File: config.mk
export PLATFORM = sky130hd
export DESIGN_NAME = mst_steer
export DESIGN_NICKNAME = d
export VERILOG_FILES = /design/src/rtl/mst_pkg.sv /design/src/rtl/mst_coh_fifo.sv /design/src/rtl/mst_ch_arb.sv /design/src/rtl/mst_steer.sv
export SDC_FILE = /design/constraint.sdc
export NUM_CORES = 1
export LEC_CHECK = 0
export ABC_AREA = 1
export BUFFER_PORTS_ARGS = -buffer_cell sky130_fd_sc_hd__buf_2
export CAP_MARGIN = 20
export CORE_ASPECT_RATIO = 2
export CORE_MARGIN = 2
export CORE_UTILIZATION = 40
export CTS_BUF_LIST = sky130_fd_sc_hd__clkbuf_4
export CTS_CLUSTER_DIAMETER = 30
export CTS_CLUSTER_SIZE = 20
export DETAILED_ROUTE_END_ITERATION = 10
export GPL_TIMING_DRIVEN = 0
export HOLD_SLACK_MARGIN = 0.1
export RECOVER_POWER = 25
export SETUP_SLACK_MARGIN = 0.2
export SYNTH_ARGS = -nofsm -noshare
export SYNTH_HDL_FRONTEND = slang
export SYNTH_SLANG_ARGS = --single-unit
File: constraint.sdc
create_clock -name clk -period 4.6 [get_ports clk]
set_input_delay 0.69 -clock clk [delete_from_list [all_inputs] [get_ports clk]]
set_output_delay 0.69 -clock clk [all_outputs]
set_load 0.02 [all_outputs]
File: src/rtl/mst_pkg.sv
// Shared encodings for the steering arbiter: request class and DRAM page policy.
package mst_pkg;

    typedef enum logic {
        CLS_NC  = 1'b0,
        CLS_COH = 1'b1
    } req_cls_e;

    typedef enum logic {
        PG_CLOSE = 1'b0,
        PG_OPEN  = 1'b1
    } pg_pol_e;

    // Page policy that follows from a request class.
    function automatic pg_pol_e policy_of(req_cls_e cls);
        return (cls == CLS_COH) ? PG_OPEN : PG_CLOSE;
    endfunction

endpackage

File: src/rtl/mst_coh_fifo.sv
// In-order queue for coherent descriptors.
// Only the head is visible to the rest of the block, so no entry can overtake another.
// Assumes pop is asserted only while out_valid is high.
module mst_coh_fifo #(
    parameter int W     = 37,
    parameter int DEPTH = 8
) (
    input  logic         clk,
    input  logic         rst_n,
    input  logic         in_valid,
    output logic         in_ready,
    input  logic [W-1:0] in_data,
    output logic         out_valid,
    input  logic         pop,
    output logic [W-1:0] out_data
);
    localparam int PTR_W = (DEPTH > 1) ? $clog2(DEPTH) : 1;
    localparam int CNT_W = $clog2(DEPTH + 1);

    logic [W-1:0]     mem [DEPTH];
    logic [PTR_W-1:0] wr_ptr, rd_ptr;
    logic [CNT_W-1:0] count;
    logic             push, take;

    assign in_ready  = (count != CNT_W'(DEPTH));
    assign out_valid = (count != '0);
    assign out_data  = mem[rd_ptr];
    assign push      = in_valid && in_ready;
    assign take      = pop && out_valid;

    // Store an accepted descriptor at the tail.
    always_ff @(posedge clk) begin
        if (push) mem[wr_ptr] <= in_data;
    end

    // Advance the pointers and the fill count.
    always_ff @(posedge clk) begin
        if (!rst_n) begin
            wr_ptr <= '0;
            rd_ptr <= '0;
            count  <= '0;
        end else begin
            if (push) wr_ptr <= (wr_ptr == PTR_W'(DEPTH - 1)) ? '0 : wr_ptr + 1'b1;
            if (take) rd_ptr <= (rd_ptr == PTR_W'(DEPTH - 1)) ? '0 : rd_ptr + 1'b1;
            case ({push, take})
                2'b10:   count <= count + 1'b1;
                2'b01:   count <= count - 1'b1;
                default: count <= count;
            endcase
        end
    end

endmodule

File: src/rtl/mst_ch_arb.sv
// Per-channel arbiter between the coherent head and the non-coherent input.
// Round-robin between the classes; a class that is not requesting gives up its turn.
// After a stalled cycle the previous choice is held, so a pending output stays stable.
// Assumes requesters keep their request up until it is granted.
module mst_ch_arb (
    input  logic clk,
    input  logic rst_n,
    input  logic coh_req,
    input  logic nc_req,
    input  logic out_ready,
    output logic out_valid,
    output logic sel_coh,
    output logic grant_coh,
    output logic grant_nc
);
    logic pri_coh_q;   // 1: coherent wins the next tie
    logic lock_q;      // previous cycle was offered but not taken
    logic lock_coh_q;  // class offered in that stalled cycle
    logic rr_coh;

    // Pick a class: keep a stalled choice, otherwise use round-robin.
    always_comb begin
        rr_coh = coh_req && (!nc_req || pri_coh_q);
        if (lock_q) sel_coh = lock_coh_q ? coh_req : !nc_req;
        else        sel_coh = rr_coh;
    end

    assign out_valid = coh_req || nc_req;
    assign grant_coh = out_ready && coh_req && sel_coh;
    assign grant_nc  = out_ready && nc_req && !sel_coh;

    // Update the turn after each grant, and record stalls.
    always_ff @(posedge clk) begin
        if (!rst_n) begin
            pri_coh_q  <= 1'b1;
            lock_q     <= 1'b0;
            lock_coh_q <= 1'b0;
        end else begin
            lock_q     <= out_valid && !out_ready;
            lock_coh_q <= sel_coh;
            if (out_valid && out_ready) pri_coh_q <= !sel_coh;
        end
    end

endmodule

File: src/rtl/mst_steer.sv
// Steers coherent and non-coherent request descriptors onto two DRAM channel queues.
// Coherent: channel set by a high address bit, page kept open, strict arrival order.
// Non-coherent: 64-byte interleave on a low address bit, page closed, no buffering.
// Assumes upstream holds valid and payload steady until ready.
module mst_steer #(
    parameter int ADDR_W      = 32,
    parameter int TAG_W       = 4,
    parameter int COH_DEPTH   = 8,
    parameter int NC_SEL_BIT  = 6,
    parameter int COH_SEL_BIT = 12
) (
    input  logic              clk,
    input  logic              rst_n,
    input  logic              coh_in_valid,
    output logic              coh_in_ready,
    input  logic [ADDR_W-1:0] coh_in_addr,
    input  logic              coh_in_wr,
    input  logic [TAG_W-1:0]  coh_in_tag,
    input  logic              nc_in_valid,
    output logic              nc_in_ready,
    input  logic [ADDR_W-1:0] nc_in_addr,
    input  logic              nc_in_wr,
    input  logic [TAG_W-1:0]  nc_in_tag,
    output logic              ch0_valid,
    input  logic              ch0_ready,
    output logic [ADDR_W-1:0] ch0_addr,
    output logic              ch0_wr,
    output logic              ch0_coh,
    output logic              ch0_keep_open,
    output logic [TAG_W-1:0]  ch0_tag,
    output logic              ch1_valid,
    input  logic              ch1_ready,
    output logic [ADDR_W-1:0] ch1_addr,
    output logic              ch1_wr,
    output logic              ch1_coh,
    output logic              ch1_keep_open,
    output logic [TAG_W-1:0]  ch1_tag
);
    import mst_pkg::*;

    localparam int NUM_CH = 2;
    localparam int DESC_W = ADDR_W + 1 + TAG_W;

    logic              head_valid, head_pop;
    logic [DESC_W-1:0] head_data;
    logic [ADDR_W-1:0] head_addr;
    logic              head_wr;
    logic [TAG_W-1:0]  head_tag;

    logic              ch_ready  [NUM_CH];
    logic              ch_valid  [NUM_CH];
    logic              sel_coh   [NUM_CH];
    logic              grant_coh [NUM_CH];
    logic              grant_nc  [NUM_CH];
    logic [ADDR_W-1:0] o_addr    [NUM_CH];
    logic              o_wr      [NUM_CH];
    logic [TAG_W-1:0]  o_tag     [NUM_CH];
    req_cls_e          o_cls     [NUM_CH];
    pg_pol_e           o_pol     [NUM_CH];

    // Coherent ordering queue.
    mst_coh_fifo #(.W(DESC_W), .DEPTH(COH_DEPTH)) u_cq (
        .clk       (clk),
        .rst_n     (rst_n),
        .in_valid  (coh_in_valid),
        .in_ready  (coh_in_ready),
        .in_data   ({coh_in_addr, coh_in_wr, coh_in_tag}),
        .out_valid (head_valid),
        .pop       (head_pop),
        .out_data  (head_data)
    );

    assign {head_addr, head_wr, head_tag} = head_data;
    assign ch_ready[0] = ch0_ready;
    assign ch_ready[1] = ch1_ready;

    for (genvar gi = 0; gi < NUM_CH; gi++) begin : g_ch
        logic coh_req, nc_req;

        assign coh_req = head_valid  && (head_addr[COH_SEL_BIT] == 1'(gi));
        assign nc_req  = nc_in_valid && (nc_in_addr[NC_SEL_BIT] == 1'(gi));

        mst_ch_arb u_arb (
            .clk       (clk),
            .rst_n     (rst_n),
            .coh_req   (coh_req),
            .nc_req    (nc_req),
            .out_ready (ch_ready[gi]),
            .out_valid (ch_valid[gi]),
            .sel_coh   (sel_coh[gi]),
            .grant_coh (grant_coh[gi]),
            .grant_nc  (grant_nc[gi])
        );

        // Mux the chosen class onto this channel and tag its page policy.
        always_comb begin
            o_cls[gi]  = sel_coh[gi] ? CLS_COH : CLS_NC;
            o_pol[gi]  = policy_of(o_cls[gi]);
            o_addr[gi] = sel_coh[gi] ? head_addr : nc_in_addr;
            o_wr[gi]   = sel_coh[gi] ? head_wr   : nc_in_wr;
            o_tag[gi]  = sel_coh[gi] ? head_tag  : nc_in_tag;
        end
    end

    assign head_pop    = grant_coh[0] || grant_coh[1];
    assign nc_in_ready = grant_nc[0]  || grant_nc[1];

    assign ch0_valid     = ch_valid[0];
    assign ch0_addr      = o_addr[0];
    assign ch0_wr        = o_wr[0];
    assign ch0_coh       = (o_cls[0] == CLS_COH);
    assign ch0_keep_open = (o_pol[0] == PG_OPEN);
    assign ch0_tag       = o_tag[0];
    assign ch1_valid     = ch_valid[1];
    assign ch1_addr      = o_addr[1];
    assign ch1_wr        = o_wr[1];
    assign ch1_coh       = (o_cls[1] == CLS_COH);
    assign ch1_keep_open = (o_pol[1] == PG_OPEN);
    assign ch1_tag       = o_tag[1];

endmodule

==> impl_metrics.ini <==
[placed_design]
numPortBuffers = 161
gp_congestion = 0.778
place_hpwl_mm = 26.0
dp_cells = 1788

[setup_path]
crit_slowest_cell = clkbuf_1
path_class = flip-flop to output pin
crit_family = buffers and inverters
endpoint_kind = output pin
start_kind = flip-flop
r2r_end = u_cq.count[3]
r2r_slack_ns = 1.80
r2r_cells = 14
crit_required_ns = 3.91
cp.depth = 9
path_cells = buf_2 -> clkbuf_1 -> o21ai_0 -> o22ai_1 -> nor2_1 -> a31oi_1 -> nand2_1 -> o21ai_0 -> buf_2
critPathMaxFanout = 10
cp_num_buf_inv = 3
crit_arrival_ns = 3.32
cp_slowest_stage_delay_ns = 0.49

[layout]
fin_nets = 1474
drive_above_1_share = 0.210
final_cells = 1849
syn_to_final_growth_pct = 15.6

[synth]
ys_seq_area_frac = 0.689
yosysWarningCount = 0
synth-edff-count = 296
synth_area_mm2 = 0.0135
synth_seq_cells = 315
synthesis.nets = 1270
synth_flop_cell = edfxtp_1
synthArstFlopShare = 0
syn_area_per_cell_um2 = 11.4
syn_inst = 1183
synthDistinctLibCells = 33

[power]
total_leakage_power_nw = 5.68
power_density_mw_per_mm2 = 706
power_w = 0.0110
ir_worst_vdd_mv = 0.550

[sta]
min_period_over_period = 0.872
period_needed_ns = 4.01
setup_viol = 0
fmax_mhz = 249
clock_skew_ns = 0.0614
worst_pin_slew_ns = 0.946
slew_headroom = 0.368
rsz0062_at_grt = false
hold_viol_final = 0
slew_violations = 0
fin_hold_ws_ns = 0.200

[clock_network]
cts_made_buffers = 31
clock_sinks = 315
htreeDepth = 1
cts.clk_slew.worst_paths_ns = 0.15
worstSkewPairLatency_ns = 0.78
cts_tree = yes
cts_resized = 0
clockBufferDepth = 3
postCtsSetupRepairBufs = 0
cts_hold_buf = 2
cts_root_buf = clkbuf_4

[die]
start_util = 0.403
io-pin-count = 162
fp-row-count = 95
core-area_mm2 = 0.0334
die-width_um = 134
die_area_mm2 = 0.0352
die_h_um = 263

[drt]
finalWirelength_mm = 36.9
post_drt_wl_per_cell_um = 20.0
top_layer = met5
wl_met1_mm = 13.1
first_pass_iters = 5
drt_iter0_drc = 683
drtAntennaViolNets = 0
drc = 0
wl_met2_mm = 20.8
vias = 9631
via_per_inst = 5.21
met3_length_mm = 1.88

[hold_path]
hold_start = coh_in_addr[17]
min_path_cells = 1
worst_hold_path_type = primary input to flip-flop
whs_endpoint = u_cq.mem[6][22]

[run]
drv_cap = 0

[global_route]
grt_overflow = 0
grt_max_degree = 27
grt_util_all_layers = 0.208
grt_pass1_wl_mm = 55.1
antenna_found_initial = 4
grt_pass1_vias = 9726

[status]
status = completed
registers in the layout (all words and copies together), names as in the netlist, named ones only:
register	cells
g_ch.u_arb.lock_coh_q	2
g_ch.u_arb.pri_coh_q	2
u_cq.mem	296
u_cq.wr_ptr	3
g_ch.u_arb.lock_q	2
u_cq.rd_ptr	3
u_cq.count	4
Yosys cell counts, types with 2 or more instances:
cell,number,area share
nand2_1,99,0.028
a31oi_1,36,0.017
buf_2,21,0.0078
buf_6,9,0.0075
buf_1,11,0.0031
a21oi_1,9,0.0033
o21ai_0,179,0.067
nand2_2,9,0.0042
buf_4,8,0.0045
o21ai_1,11,0.0041
nand3_1,17,0.0063
nand3_2,3,0.0022
or2_2,3,0.0014
inv_2,2,0.00056
clkbuf_1,22,0.0061
nand3b_1,2,0.0011
ha_1,7,0.0065
o21ai_2,36,0.023
edfxtp_1,296,0.66
nand4_1,2,0.00093
o22ai_1,36,0.017
xor2_1,3,0.0020
inv_1,61,0.017
dfxtp_1,19,0.028
nor2_1,274,0.076
report_power, final:
group,internal (W),switching [W],total (W)
Sequential,0.00330,0.0000611,0.00336
Combinational,0.00180,0.00420,0.00600
Clock,0.000636,0.000987,0.00162
area by class of cell:
type / count / area [um2]
flip-flops and latches: 315 / 9270
repair buffers: 171 / 956
multi-input cells: 731 / 3590
fillers: 3064 / 17800
inverters: 65 / 251
diodes: 3 / 7.51
clock buffers: 34 / 255
plain buffers: 72 / 405
clock inverters: 22 / 270
well taps: 436 / 546
worst reg2reg max path, cell delays in order (launching register included):
cell,delay [ns]
dfxtp_1,0.37
buf_2,0.32
nand3_1,0.15
nand3_2,0.14
nand3_1,0.10
nor2_1,0.11
nand3_1,0.17
nand2_1,0.21
ha_1,0.26
xor2_1,0.24
nand3_1,0.13
a21oi_1,0.14
o21ai_0,0.13
o21ai_0,0.17
a21oi_1,0.06
layer usage:
metal,vias up,GRT usage
met5,-,0
met4,2,0.0739
met3,59,0.0214
met2,355,0.414
met1,4619,0.219
li1,4596,-
placed cells by master (no fill, tap or decap), types with 3 or more instances in the layout:
cell / Yosys / layout
nor2_1: 274 / 266
buf_12: 0 / 7
nand3_1: 17 / 17
inv_2: 2 / 3
bufinv_16: 0 / 4
o22ai_1: 36 / 36
buf_1: 11 / 11
a21oi_1: 9 / 9
clkinvlp_4: 0 / 3
o21ai_0: 179 / 179
clkbuf_1: 22 / 52
nand3_2: 3 / 3
dfxtp_1: 19 / 19
inv_6: 1 / 5
clkbuf_4: 0 / 34
buf_4: 8 / 8
edfxtp_1: 296 / 296
nor2_4: 0 / 8
nand2_1: 99 / 99
clkinv_4: 0 / 3
xor2_1: 3 / 3
buf_6: 9 / 9
nand2_2: 9 / 9
o21ai_2: 36 / 36
buf_2: 21 / 152
o21ai_1: 11 / 11
diode_2: 0 / 3
inv_1: 61 / 61
or2_2: 3 / 3
a31oi_1: 36 / 36
ha_1: 7 / 7
inv_8: 0 / 3
cell families after synthesis:
group / share of synthesized area
xor gates and xnor gates: 0.00260
buffers and inverters: 0.0488
and+or+nand+nor: 0.122
AOI/OAI and AO/OA: 0.131
adders and majority gates: 0.00651
DFF: 0.689
how the worst max path moves through the flow:
stage                        from               to
floorplan           u_cq.count[1]   u_cq.mem[1][0]
global placement     coh_in_valid  u_cq.mem[1][32]
detailed placement  nc_in_addr[6]     ch1_addr[31]
CTS                     flip-flop     ch1_addr[31]
global route            flip-flop     ch1_addr[31]
finish                  flip-flop     ch1_addr[31]
metrics by stage:
stage / worst slack, ns / TNS [ns] / cell area (um2) / util
final: 0.591 / 0 / 15600 / 0.466
after global placement: -0.159 / -6.05 / 14800 / 0.443
after CTS: 0.635 / 0 / 15600 / 0.467
after floorplan: 1.56 / 0 / 13500 / -
after global routing: 0.428 / 0 / 15600 / 0.466
after detailed placement: 1.34 / 0 / 15000 / 0.450
Power figures use the tool's default switching activity.
